[src/rtl/crtc_pkg.sv]
package crtc_pkg;
  localparam int REG_DW = 32;
  localparam int REG_AW = 3;

  localparam logic [REG_AW-1:0] ADR_HTIM  = 3'd0;
  localparam logic [REG_AW-1:0] ADR_HSYN  = 3'd1;
  localparam logic [REG_AW-1:0] ADR_VTIM  = 3'd2;
  localparam logic [REG_AW-1:0] ADR_VSYN  = 3'd3;
  localparam logic [REG_AW-1:0] ADR_PITCH = 3'd4;
  localparam logic [REG_AW-1:0] ADR_CTRL  = 3'd5;
  localparam logic [REG_AW-1:0] ADR_LINE  = 3'd6;

  localparam int HI_LSB    = 16;
  localparam int POL_BIT   = 21;
  localparam int LOCK_BIT  = 22;
  localparam int EN_BIT    = 25;
  localparam int DEPTH_LSB = 8;
  localparam int DEPTH_W   = 3;
  localparam int PITCH_LSB = 22;
endpackage

[src/rtl/crtc_axis.sv]
module crtc_axis #(
  parameter int CW  = 9,
  parameter int SWW = 5
) (
  input  logic           clk,
  input  logic           rst_n,
  input  logic           run,
  input  logic           step,
  input  logic [CW-1:0]  tot,
  input  logic [CW-1:0]  disp,
  input  logic [CW-1:0]  sst,
  input  logic [SWW-1:0] swid,
  output logic [CW-1:0]  cnt,
  output logic           last,
  output logic           vis,
  output logic           sync_on
);
  localparam int EW = CW + 2;

  logic [CW-1:0] cnt_d;
  logic          cnt_en;
  logic [EW-1:0] c_ext, s_beg, s_end;

  assign last = (cnt == tot);
  assign vis  = (cnt <= disp);

  always_comb begin
    cnt_en = !run || step;
    cnt_d  = (!run || last) ? '0 : cnt + 1'b1;
  end

  always_ff @(posedge clk or negedge rst_n) begin
    if (!rst_n)      cnt <= '0;
    else if (cnt_en) cnt <= cnt_d;
  end

  always_comb begin
    c_ext   = {2'b00, cnt};
    s_beg   = {2'b00, sst} + 1'b1;
    s_end   = s_beg + {{(EW-SWW){1'b0}}, swid};
    sync_on = run && (c_ext >= s_beg) && (c_ext < s_end);
  end
endmodule

[src/rtl/crtc_regs.sv]
module crtc_regs
  import crtc_pkg::*;
#(
  parameter int HW  = 9,
  parameter int VW  = 11,
  parameter int SWW = 5,
  parameter int PW  = 10
) (
  input  logic              clk,
  input  logic              rst_n,
  input  logic              we,
  input  logic [REG_AW-1:0] addr,
  input  logic [REG_DW-1:0] wdata,
  input  logic              load_act,
  input  logic [VW-1:0]     line_cnt,
  output logic [REG_DW-1:0] rdata,
  output logic              en,
  output logic [DEPTH_W-1:0] depth,
  output logic [HW-1:0]     a_htot, a_hdisp, a_hss,
  output logic [SWW-1:0]    a_hsw,
  output logic              a_hneg,
  output logic [VW-1:0]     a_vtot, a_vdisp, a_vss,
  output logic [SWW-1:0]    a_vsw,
  output logic              a_vneg
);
  logic [HW-1:0]  s_htot, s_hdisp, s_hss;
  logic [SWW-1:0] s_hsw, s_vsw;
  logic           s_hneg, s_vneg, lock;
  logic [VW-1:0]  s_vtot, s_vdisp, s_vss;
  logic [PW-1:0]  pitch;
  logic wr_htim, wr_hsyn, wr_vtim, wr_vsyn, wr_pitch, wr_ctrl, tim_ok;

  always_comb begin
    tim_ok   = we && !lock;
    wr_htim  = tim_ok && (addr == ADR_HTIM);
    wr_hsyn  = tim_ok && (addr == ADR_HSYN);
    wr_vtim  = tim_ok && (addr == ADR_VTIM);
    wr_vsyn  = tim_ok && (addr == ADR_VSYN);
    wr_pitch = we && (addr == ADR_PITCH);
    wr_ctrl  = we && (addr == ADR_CTRL);
  end

  always_ff @(posedge clk or negedge rst_n) begin
    if (!rst_n) begin
      s_htot <= '0; s_hdisp <= '0; s_hss <= '0; s_hsw <= '0; s_hneg <= 1'b0;
      s_vtot <= '0; s_vdisp <= '0; s_vss <= '0; s_vsw <= '0; s_vneg <= 1'b0;
      pitch <= '0; en <= 1'b0; lock <= 1'b0; depth <= '0;
    end else begin
      if (wr_htim) begin
        s_htot  <= wdata[HW-1:0];
        s_hdisp <= wdata[HI_LSB +: HW];
      end
      if (wr_hsyn) begin
        s_hss  <= wdata[HW-1:0];
        s_hsw  <= wdata[HI_LSB +: SWW];
        s_hneg <= wdata[POL_BIT];
      end
      if (wr_vtim) begin
        s_vtot  <= wdata[VW-1:0];
        s_vdisp <= wdata[HI_LSB +: VW];
      end
      if (wr_vsyn) begin
        s_vss  <= wdata[VW-1:0];
        s_vsw  <= wdata[HI_LSB +: SWW];
        s_vneg <= wdata[POL_BIT];
      end
      if (wr_pitch) pitch <= wdata[PITCH_LSB +: PW];
      if (wr_ctrl) begin
        en    <= wdata[EN_BIT];
        lock  <= wdata[LOCK_BIT];
        depth <= wdata[DEPTH_LSB +: DEPTH_W];
      end
    end
  end

  // working copies, refreshed only at frame boundaries or while idle
  always_ff @(posedge clk or negedge rst_n) begin
    if (!rst_n) begin
      a_htot <= '0; a_hdisp <= '0; a_hss <= '0; a_hsw <= '0; a_hneg <= 1'b0;
      a_vtot <= '0; a_vdisp <= '0; a_vss <= '0; a_vsw <= '0; a_vneg <= 1'b0;
    end else if (load_act) begin
      a_htot <= s_htot; a_hdisp <= s_hdisp; a_hss <= s_hss; a_hsw <= s_hsw; a_hneg <= s_hneg;
      a_vtot <= s_vtot; a_vdisp <= s_vdisp; a_vss <= s_vss; a_vsw <= s_vsw; a_vneg <= s_vneg;
    end
  end

  always_comb begin
    rdata = '0;
    unique case (addr)
      ADR_HTIM: begin
        rdata[HW-1:0]        = s_htot;
        rdata[HI_LSB +: HW]  = s_hdisp;
      end
      ADR_HSYN: begin
        rdata[HW-1:0]        = s_hss;
        rdata[HI_LSB +: SWW] = s_hsw;
        rdata[POL_BIT]       = s_hneg;
      end
      ADR_VTIM: begin
        rdata[VW-1:0]        = s_vtot;
        rdata[HI_LSB +: VW]  = s_vdisp;
      end
      ADR_VSYN: begin
        rdata[VW-1:0]        = s_vss;
        rdata[HI_LSB +: SWW] = s_vsw;
        rdata[POL_BIT]       = s_vneg;
      end
      ADR_PITCH: rdata[PITCH_LSB +: PW] = pitch;
      ADR_CTRL: begin
        rdata[EN_BIT]                = en;
        rdata[LOCK_BIT]              = lock;
        rdata[DEPTH_LSB +: DEPTH_W]  = depth;
      end
      ADR_LINE: rdata[VW-1:0] = line_cnt;
      default:  rdata = '0;
    endcase
  end
endmodule

[src/rtl/crtc_char_timing.sv]
module crtc_char_timing
  import crtc_pkg::*;
#(
  parameter int HW      = 9,
  parameter int VW      = 11,
  parameter int SWW     = 5,
  parameter int PW      = 10,
  parameter int CHAR_PX = 8
) (
  input  logic               clk,
  input  logic               rst_n,
  input  logic               reg_we,
  input  logic [REG_AW-1:0]  reg_addr,
  input  logic [REG_DW-1:0]  reg_wdata,
  output logic [REG_DW-1:0]  reg_rdata,
  output logic               hsync,
  output logic               vsync,
  output logic               de,
  output logic [HW+$clog2(CHAR_PX)-1:0] pix_x,
  output logic [VW-1:0]      line_y,
  output logic [DEPTH_W-1:0] pix_depth
);
  localparam int PXB = $clog2(CHAR_PX);

  logic [1:0]     rst_pipe;
  logic           rst_int;
  logic           run, load_act, frame_end;
  logic [PXB-1:0] px, px_d;
  logic           px_last, v_step;
  logic [HW-1:0]  a_htot, a_hdisp, a_hss, hcnt;
  logic [VW-1:0]  a_vtot, a_vdisp, a_vss, vcnt;
  logic [SWW-1:0] a_hsw, a_vsw;
  logic           a_hneg, a_vneg;
  logic           h_last, h_vis, h_on, v_last, v_vis, v_on;

  // asynchronous assert, synchronous release
  always_ff @(posedge clk or negedge rst_n) begin
    if (!rst_n) rst_pipe <= 2'b00;
    else        rst_pipe <= {rst_pipe[0], 1'b1};
  end
  assign rst_int = rst_pipe[1];

  crtc_regs #(.HW(HW), .VW(VW), .SWW(SWW), .PW(PW)) u_regs (
    .clk(clk), .rst_n(rst_int), .we(reg_we), .addr(reg_addr), .wdata(reg_wdata),
    .load_act(load_act), .line_cnt(vcnt), .rdata(reg_rdata),
    .en(run), .depth(pix_depth),
    .a_htot(a_htot), .a_hdisp(a_hdisp), .a_hss(a_hss), .a_hsw(a_hsw), .a_hneg(a_hneg),
    .a_vtot(a_vtot), .a_vdisp(a_vdisp), .a_vss(a_vss), .a_vsw(a_vsw), .a_vneg(a_vneg)
  );

  always_comb begin
    px_last   = (px == PXB'(CHAR_PX - 1));
    px_d      = (!run || px_last) ? '0 : px + 1'b1;
    v_step    = px_last && h_last;
    frame_end = run && v_step && v_last;
    load_act  = !run || frame_end;
  end

  always_ff @(posedge clk or negedge rst_int) begin
    if (!rst_int) px <= '0;
    else          px <= px_d;
  end

  crtc_axis #(.CW(HW), .SWW(SWW)) u_h (
    .clk(clk), .rst_n(rst_int), .run(run), .step(px_last),
    .tot(a_htot), .disp(a_hdisp), .sst(a_hss), .swid(a_hsw),
    .cnt(hcnt), .last(h_last), .vis(h_vis), .sync_on(h_on)
  );

  crtc_axis #(.CW(VW), .SWW(SWW)) u_v (
    .clk(clk), .rst_n(rst_int), .run(run), .step(v_step),
    .tot(a_vtot), .disp(a_vdisp), .sst(a_vss), .swid(a_vsw),
    .cnt(vcnt), .last(v_last), .vis(v_vis), .sync_on(v_on)
  );

  assign pix_x  = {hcnt, px};
  assign line_y = vcnt;
  assign de     = run && h_vis && v_vis;
  assign hsync  = h_on ^ a_hneg;
  assign vsync  = v_on ^ a_vneg;
endmodule

[config.mk]
export PLATFORM = sky130hd
export DESIGN_NAME = crtc_char_timing
export DESIGN_NICKNAME = d
export VERILOG_FILES = /design/src/rtl/crtc_pkg.sv /design/src/rtl/crtc_axis.sv /design/src/rtl/crtc_regs.sv /design/src/rtl/crtc_char_timing.sv
export SDC_FILE = /design/constraint.sdc
export NUM_CORES = 1
export LEC_CHECK = 0
export BUFFER_PORTS_ARGS = -buffer_cell sky130_fd_sc_hd__buf_2
export CAP_MARGIN = 5
export CORE_MARGIN = 5
export CORE_UTILIZATION = 50
export DETAILED_ROUTE_END_ITERATION = 8
export PLACE_DENSITY_LB_ADDON = 0.1
export SLEW_MARGIN = 20
export SYNTH_ARGS = -nofsm -noshare
export SYNTH_HDL_FRONTEND = slang
export SYNTH_HIERARCHICAL = 1
export SYNTH_SLANG_ARGS = --single-unit
[constraint.sdc]
create_clock -name clk -period 7.2 [get_ports clk]
set_input_delay 0.36 -clock clk [delete_from_list [all_inputs] [get_ports clk]]
set_output_delay 0.36 -clock clk [all_outputs]
set_load 0.02 [all_outputs]
Word-level counts from Yosys, hierarchy flattened. Cells that the tools add are included.

$add $sub $neg: 7. Multipliers: 0. Div/mod/pow operators: 0. Magnitude comparators: 6. Equality and inequality tests: 9. Shifts and indexed selects: 0. Muxes and demuxes: 12. Bitwise gates (word level): 2. Reductions and logical operators: 24.

Operators with widths (count): 8-bit case mux with 5 select lines (1); 6-bit case mux with 4 select lines (1); 1-bit logical AND (16); 13-bit by 5-bit adder with 13-bit output (1); 11-bit by 13-bit >= comparator with 1-bit output (1); 11-bit by 13-bit < comparator with 1-bit output (1); 11-bit by 1-bit adder with 12-bit output, second input constant (1); 3-bit equality test, second input constant (4); 11-bit by 1-bit adder with 11-bit output, second input constant (1); 11-bit by 5-bit adder with 11-bit output (1); 11-bit equality test (1); 9-bit by 11-bit >= comparator with 1-bit output (1); 11-bit less-or-equal comparator (1); 9-bit by 11-bit < comparator with 1-bit output (1); 11-bit 2-to-1 mux (1); 9-bit by 1-bit adder with 10-bit output, second input constant (1); 9-bit by 1-bit adder with 9-bit output, second input constant (1); 9-bit equality test (1); 9-bit less-or-equal comparator (1); 9-bit 2-to-1 mux (1); 2-bit case mux with 4 select lines (1); 3-bit by 2-bit equality test with 1-bit output, second input constant (2); 1-bit case mux with 6 select lines (1); 2-bit case mux with 3 select lines (1); other kinds (11) (17).

Register bits: 184. Bits in latches: 0. RAM bits: 0. Bits in read-only memories: 0. Input port bits: 38. Logic and storage cells: 88. Memories kept: 0.

Longest topological paths before layout. Gate-level depths: netlist of the first run.

Word-level depth: 5. Gate-level depth with buffers: 17.

By module. The synthesis of the first run kept the hierarchy.

Modules (own cells, without submodules): crtc_regs (instances 1, cells each 445, area an instance 6830.3 sq um); crtc_axis (u_v) (instances 1, cells each 246, area an instance 1993.2 sq um); crtc_axis (u_h) (instances 1, cells each 200, area an instance 1626.6 sq um); crtc_char_timing (instances 1, cells each 17, area an instance 224.0 sq um).

Worst setup path after synthesis of the first run. Ideal clock, no wire load.

Path type: reg2out. Start point: register u_regs.a_vss[0]. End point: output vsync. Arrival: 3417 ps. Slack: 3423 ps. Stages on the path, launching flop included: 17. Path buffers: 1. Cell sequence: dfrtp_1 ha_1 clkbuf_1 nand3_1 xnor2_1 ha_1 a21boi_0 o22ai_1 nor3_1 xor2_1 ha_1 nand4_1 nor3b_1 a211oi_1 o21bai_1 a221oi_2 xor2_1.

Cells in the longest elaborated chain, start to end: 5. Elaborated cells between the ends (all ways): 7. Those cells by class: 2 x add/sub; 2 x order compare; 1 x bitwise; 2 x reduce/logical.

RTL lines: start, declared (line crtc_regs.sv:22) `output logic [VW-1:0] a_vtot, a_vdisp, a_vss,`; start signal, assigned (line crtc_regs.sv:83) `a_vtot <= s_vtot; a_vdisp <= s_vdisp; a_vss <= s_vss; a_vsw <= s_vsw; a_vneg <= s_vneg;`; 11-bit by 1-bit adder with 12-bit output * (line crtc_axis.sv:39) `s_beg = {2'b00, sst} + 1'b1;`; 13-bit by 5-bit adder with 13-bit output or 11-bit by 13-bit >= comparator with 1-bit output (tied branches) (line crtc_axis.sv:40, crtc_axis.sv:41); 11-bit by 13-bit < comparator with 1-bit output or 1-bit logical AND (tied branches) (line crtc_axis.sv:41) `sync_on = run && (c_ext >= s_beg) && (c_ext < s_end);`; 1-bit logical AND * (line crtc_axis.sv:41); via v_on (line crtc_char_timing.sv:34) `logic h_last, h_vis, h_on, v_last, v_vis, v_on;`; 1-bit bitwise XOR * (line crtc_char_timing.sv:80) `assign vsync = v_on ^ a_vneg;`; end, declared (line crtc_char_timing.sv:17) `output logic vsync,`.

The timed path passes the listed nets; every way through them passes the cells marked *.

Worst setup path after layout of the first run. Ends and elaborated chain as after synthesis.

==> metrics.yaml, run 1 <==
global_routing:
  met3_usage: 0.03190
  grt_pass1_vias: 7341
  grt.busiest_layer: "met2"
  antenna_found_initial: 0
  grtUsageMet1: 0.3110
  grt_overflow: 0
  grt_pass1_wl_um: 40880
  grt_max_degree: 183
  use_met2: 0.3416
  track_usage: 0.2159
worst_setup_path:
  critPathMaxFanout: 8
  cp-start-kind: "register"
  r2r_start: "u_v/cnt[7]$_DFFE_PN0P_"
  startpoint: "u_regs/a_vss[0]$_DFFE_PN0P_"
  cp.required_ps: 6840
  crit_arrival_ps: 4480
  end_kind: "output port"
  critPathKind: "register to output port"
  critPathCapture: "vsync"
  r2r-end: "u_regs/a_vsw[0]$_DFFE_PN0P_"
  rrSetupSlack_ps: 4060
  reg2reg_depth: 8
placed_design:
  place_area_um2: 11320
  io_buffers: 88
  post-place-ws_ps: 2939
  gp_congestion: 0.9006
  dp.final_hpwl_um: 17890
sta:
  fin_skew_ps: 12.94
  setup_slack_ps: 2358
  setup_tns_ps: 0
  post-route-min-period_ps: 4842
  hold_viol_final: 0
  drv_slew: 0
  rsz0062_at_grt: "false"
  holdWs_ps: 144.5
  worst_pin_slew_ps: 994.2
  finalSetupViolCount: 0
  period_share: 0.6726
  maxSlewHeadroom: 0.3372
  fmax_ghz: 0.2065
yosys:
  synth_warnings: 6
  yosys-top-cells-count: "184 x dfrtp_1, 147 x mux2_2, 76 x ha_1"
  synthFlopType: "dfrtp_1"
  synth.top_cell.area_share: 0.4314
  async_flop_share: 1.000
  syn_avg_cell_area_um2: 11.76
  synth_cell_types: 75
  synth_edf_count: 0
  synth.most_common_cell: "dfrtp_1"
  synth_fa_ha_area_frac: 0.09284
  seq_area_frac_synth: 0.4314
  synth.top_cells.by_area: "dfrtp_1 43%, mux2_2 16%, ha_1 8.9%"
  synth_top_area_cell: "dfrtp_1"
  synthCells: 908
  synth-simple-area-share: 0.1118
  synth_top_family_by_area: "multiplexers"
  synthXorXnorAreaFrac: 0.05568
  synth-seq-cells: 184
  synth_compound_area_frac: 0.06881
  synth.area.mux_share: 0.2033
  syn_area_um2: 10670
route:
  avgRoutedWirePerCell_um: 19.91
  num_vias: 7312
  drt_iter0_markers: 441
  ant_nets: 0
  viasPerCell: 5.713
  drc: 0
  routed_wl_um: 25490
  firstDrtPassIters: 4
job:
  drv_cap: 0
die:
  die_x_um: 156.1
  start_util: 0.5078
  rows: 53
  die-area_um2: 24370
  die_y_um: 156.1
  ios: 99
  fp.coreArea_um2: 21020
clock_tree:
  cts_root_buf: "clkbuf_16"
  cts_tree: "yes"
  clk_pin_slew_ps: 80
  htree_levels: 4
  cts_buffers: 17
  clockBufferDepth: 2
  clkSinkCount: 184
  insertion_delay_ps: 430
run_status:
  status: "complete, no violations"
finish:
  syn_to_final_growth_pct: 12.00
  nets: 1108
  drive_gt1_frac: 0.3045
  utilization: 0.5687
  final_area_um2: 11960
  diodes: 0
  nFillCells: 1790
power:
  ir_drop_uv: 165.4
  leakagePower_nw: 5.540
  power_density_nw_per_um2: 347.1
hold_path:
  hold_path_class: "primary input to register"
## how the worst min path moves through the flow
stage | start | endpoint | cells past startpoint
after floorplan | rst_n | rst_pipe[0]$_DFF_PN0_ | 0
after global placement | rst_n | rst_pipe[0]$_DFF_PN0_ | 1
after detailed placement | rst_n | rst_pipe[0]$_DFF_PN0_ | 1
after CTS | reg_wdata[31] | u_regs/pitch[9]$_DFFE_PN0P_ | 2
after global routing | reg_wdata[31] | u_regs/pitch[9]$_DFFE_PN0P_ | 2
final | reg_wdata[31] | u_regs/pitch[9]$_DFFE_PN0P_ | 2
## per-layer routing
metal / part of all wire / up-vias
li1: - / 3442
met1: 0.48 / 3676
met2: 0.47 / 160
met3: 0.039 / 34
met4: 0.019 / 0
met5: 0 / -
## cell usage in the layout, fill, tap and decap left out, drive strengths merged, types with 3 or more instances in the layout
master,count
nand4b,6
o31ai,3
buf,94
nor4b,4
nand2b,4
o21ai,17
nor4,7
a211oi,6
conb,6
nor3b,8
clkbuf,20
mux2,170
inv,51
mux4,6
ha,76
and3b,3
a22oi,3
a21o,4
a21oi,26
dfrtp,184
mux2i,12
xor2,36
a22o,4
a31oi,4
xnor2,31
nor2,44
nor3,14
a221o,7
clkinvlp,3
nor2b,18
and2,10
nand2,38
nand4,8
o21a,6
nand3,32
and3,3
## report_power, final
| part | switching [mW] | internal [mW] |
|---|---|---|
| logic | 0.772 | 0.771 |
| registers | 0.315 | 1.35 |
| clock network | 0.426 | 0.517 |
| total | 1.51 | 2.64 |
## logic make-up (layout without fill, tap and decap cells)
group / count (synthesis) / count (layout)
muxes: 188 / 188
other: 2 / 6
xor gates and xnor gates: 67 / 67
and+or+nand+nor: 205 / 205
buffers and inverters: 79 / 172
AOI/OAI and AO/OA: 105 / 105
DFF: 184 / 184
adders and majority gates: 78 / 78
## state kept, by name (all words and copies together), names as in the netlist, 3 cells and up
name            flops
u_regs/a_vdisp     11
u_v/cnt            11
u_regs/a_hdisp      9
u_regs/s_hsw        5
u_regs/s_htot       9
u_regs/a_vtot      11
u_regs/s_vss       11
u_regs/s_vsw        5
u_regs/a_vsw        5
px                  3
u_regs/s_hss        9
u_regs/a_vss       11
u_regs/a_htot       9
u_regs/depth        3
u_regs/s_hdisp      9
u_regs/pitch       10
u_h/cnt             9
u_regs/a_hsw        5
u_regs/s_vtot      11
u_regs/a_hss        9
u_regs/s_vdisp     11
## layout make-up
class	instances	area, um^2	area share
clock buffer	20	466.7	0.03904
clock inverter	12	131.4	0.01099
inverter	45	168.9	0.01413
multi-input combinational	649	5708	0.4774
sequential	184	4608	0.3855
tap	275	344.1	0.02878
timing repair buffer	95	528.0	0.04417
## worst max-delay path, stage by stage (launching register included)
cell and delay [ps]:
dfrtp_1 510, ha_1 400, nand3_1 140, xnor2_1 260, ha_1 330, a21boi_0 150, o22ai_1 310, nor3_1 100
xor2_1 160, ha_1 300, nand4_1 110, nor3b_1 60, a211oi_1 360, o21bai_1 140, a221oi_2 300, xor2_1 220
buf_2 200
## per-stage QoR
| stage | cells | power (mW) |
|---|---|---|
| 2_1_floorplan | 912 | 2.814 |
| 4_1_cts | 1279 | 4.184 |
| 3_3_place_gp | 1246 | 3.188 |
| 6_report | 1280 | 4.150 |
| 3_5_place_dp | 1246 | 3.222 |
| 5_1_grt | 1280 | 4.458 |
## timing repair
action | in CTS | in global routing
gates resized for setup | 0 | 0
setup buffers | 0 | 0
hold endpoints to repair | 2 | 0
endpoints found under the setup margin | 0 | 0
hold buffers | 1 | 0
Power figures use the tool's default switching activity.
==> run 2: changes to the inputs <==
--- a/config.mk
+++ b/config.mk
@@ -5,6 +5,7 @@
 export SDC_FILE = /design/constraint.sdc
 export NUM_CORES = 1
 export LEC_CHECK = 0
+export ABC_AREA = 1
 export BUFFER_PORTS_ARGS = -buffer_cell sky130_fd_sc_hd__buf_2
 export CAP_MARGIN = 5
 export CORE_MARGIN = 5
==> constraint.sdc (replaced) <==
create_clock -name clk -period 4.9 [get_ports clk]
set_input_delay 0.245 -clock clk [delete_from_list [all_inputs] [get_ports clk]]
set_output_delay 0.245 -clock clk [all_outputs]
set_load 0.02 [all_outputs]
==> run 2 against run 1 <==
Non-clock buffer count increased by 5. Worst setup slack lost 1500 ps. Hold slack lost 120 ps. Flip-flop and latch count stayed put. Combinational power up 41%. Via count increased by 25%. Clock power rose by 46%. Final cell count rose by 34%. Wire length increased by 17%. Area after synthesis up 4.2%. Critical endpoint unchanged.
==> metrics.yaml, run 2 <==
global_routing:
  grt_overflow: 0  # unchanged
  antenna_found_initial: 2  # +2
  grt_pass1_vias: 8945  # +22%
  track_usage: 0.2364  # +0.02048
  grt_pass1_wl_um: 48270  # +18%
  grt_max_degree: 150  # -18%
yosys:
  syn_area_um2: 11120  # +4.2%
  synthCells: 1359  # +50%
  synth-seq-cells: 184  # unchanged
  synth.top_cells.by_area: "dfrtp_1 41%, nand2_1 11%, ha_1 8.6%"
  synthFlopType: "dfrtp_1"
  async_flop_share: 1.000  # unchanged
  seq_area_frac_synth: 0.4141  # -0.01728
  yosys-top-cells-count: "333 x nand2_1, 184 x dfrtp_1, 151 x inv_1"
  synth_warnings: 6  # unchanged
  synth.top_cell.area_share: 0.4141  # -0.01728
  synth_cell_types: 47  # -37%
  syn_avg_cell_area_um2: 8.182  # -30%
  synth_edf_count: 0  # unchanged
  synth.most_common_cell: "nand2_1"
  synth_top_area_cell: "dfrtp_1"
die:
  start_util: 0.5079  # about the same
  die_y_um: 159.1  # +1.9%
  die-area_um2: 25320  # +3.9%
  rows: 54  # +1.9%
  ios: 99  # unchanged
  die_x_um: 159.1  # +1.9%
  fp.coreArea_um2: 21890  # +4.1%
sta:
  setup_tns_ps: 0  # unchanged
  worst_pin_slew_ps: 865.9  # -128.3 ps
  rsz0062_at_grt: "false"
  fmax_ghz: 0.2460
  hold_viol_final: 0  # unchanged
  drv_slew: 0  # unchanged
  fin_skew_ps: 10.35  # -2.589 ps
  period_share: 0.8295
  maxSlewHeadroom: 0.4221  # +0.08494
  post-route-min-period_ps: 4064
  finalSetupViolCount: 0  # unchanged
  setup_slack_ps: 835.6  # -1522 ps
worst_setup_path:
  r2r-end: "u_regs/a_hsw[0]$_DFFE_PN0P_"
  end_kind: "output port"
  reg2reg_depth: 8  # unchanged
  crit_cells: 22  # +6
  critPathMaxStageDelay_ps: 430  # -80 ps
  critPathBufInv: 4  # +3
  rrSetupSlack_ps: 1700  # -2360 ps
  r2r_start: "u_v/cnt[7]$_DFFE_PN0P_"
  crit_chain: "inv_1 > nor2_4 > or2_2 > nand2_1 > inv_1 > ha_1 > a21oi_1 > nand2_1 > a21o_1 > nand4_1 > xor2_1 > ha_1 > a21oi_1 > o21a_1 > a21oi_1 > nor2_1 > nor2_1 > nor2_1 > inv_1 > nand2_1 > nand2_1 > buf_2"
  crit_arrival_ps: 3820  # -660 ps
  critPathTopFamily: "simple AND/OR/NAND/NOR gates"
  cp-start-kind: "register"
  critPathKind: "register to output port"
  cp_slowest_cell: "dfrtp_1"
  critPathMaxFanout: 5  # -3
  cp.required_ps: 4660  # -2180 ps
  crit_top_cell: "nand2_1"
placed_design:
  placed_cells: 1686  # +35%
  dp.final_hpwl_um: 21130  # +18%
  io_buffers: 88  # unchanged
  post-place-ws_ps: 1344  # -1595 ps
  place_area_um2: 11690  # +3.3%
  gp_congestion: 0.8380  # -7.0%
route:
  drc: 0  # unchanged
  avgRoutedWirePerCell_um: 17.33  # -13%
  drt_iter0_markers: 698  # +58%
  firstDrtPassIters: 6  # +2
  ant_nets: 0  # unchanged
  num_vias: 9166  # +25%
  routed_wl_um: 29810  # +17%
  viasPerCell: 5.329  # -6.7%
finish:
  nets: 1543  # +39%
  regArea_um2: 4608  # unchanged
  final_area_um2: 12290  # +2.8%
  multi_input_area_um2: 5599  # -1.9%
  fin_cells: 1720  # +34%
  utilization: 0.5614  # -0.007331
  diodes: 0  # unchanged
  nFillCells: 2070  # +16%
  syn_to_final_growth_pct: 10.52
  drive_gt1_frac: 0.1535  # -0.1510
  most-common-layout-cells: "332 x nand2_1, 183 x dfrtp_1, 151 x inv_1"
  layout_commonest_cell: "nand2_1"
clock_tree:
  cts.repair.resized: 0  # unchanged
  cts_buffers: 17  # unchanged
  htree_levels: 4  # unchanged
  cts_root_buf: "clkbuf_16"
  clockBufferDepth: 2  # unchanged
  cts_tree: "yes"
  clkSinkCount: 184  # unchanged
  insertion_delay_ps: 440  # about the same
  ctsHoldBuffers: 2  # +1
  cts_setup_buffers: 0  # unchanged
  clk_pin_slew_ps: 70  # about the same
power:
  leakagePower_nw: 6.407  # +16%
  power_density_nw_per_um2: 482.0  # +39%
  ir_drop_uv: 267.4  # +62%
hold_path:
  min-delay-start: "reg_wdata[29]"
  hold_path_class: "primary input to register"
  holdPathStages: 3  # +1
  holdPathEnd: "u_regs/pitch[7]$_DFFE_PN0P_"
run_status:
  status: "complete, no violations"
job:
  drv_cap: 0  # unchanged
[run 2: worst max path at each step]
stage	end	slack [ps]	start
floorplan	vsync	1580	u_regs/a_vss[0]$_DFFE_PN0P_
global placement	vsync	1380	u_regs/a_vss[0]$_DFFE_PN0P_
CTS	vsync	860	u_regs/a_vss[0]$_DFFE_PN0P_
global route	vsync	520	u_regs/a_vss[0]$_DFFE_PN0P_
detailed placement	vsync	1340	u_regs/a_vss[0]$_DFFE_PN0P_
finish	vsync	840	u_regs/a_vss[0]$_DFFE_PN0P_
[run 2: layer usage]
metal	routed length, um	track usage
met1	14140	0.3438
met2	13440	0.3663
met3	1635	0.03961
met4	562	0.06669
met5	25	0
[run 2: through the flow]
stage	power, mW	hold WS [ps]
finish	5.924	19.68
global route	6.418	16.95
CTS	5.955	0.3358
detailed placement	4.552	31.41
global placement	4.486	31.19
floorplan	3.973	-50.59
[run 2: layout make-up]
cell class	instances	area share
clock buffers	17	0.03462
multi-input cells	964	0.4556
well taps	280	0.02851
inverters	160	0.04907
clock inverters	15	0.01262
flip-flops and latches	184	0.3750
repair buffers	100	0.04459
[run 2: tightest hold or removal path: stages]
cell	delay, ps
buf_2	70
nand2_1	40
o21ai_0	60
[run 2: logic make-up after synthesis]
group,after synthesis,synth area share
simple gates,588,0.2360
xor+xnor,50,0.04175
flops,184,0.4141
compound gates,204,0.09553
mux,38,0.03848
other cells,2,0.0006754
fa+ha+maj,78,0.08912
buf+inv,215,0.08439
[run 2: where the power goes]
group	leakage (nW)	internal [mW]	switching [mW]
Clock	0.286	0.725	0.660
Combinational	3.83	0.863	1.31
Sequential	2.29	1.99	0.379
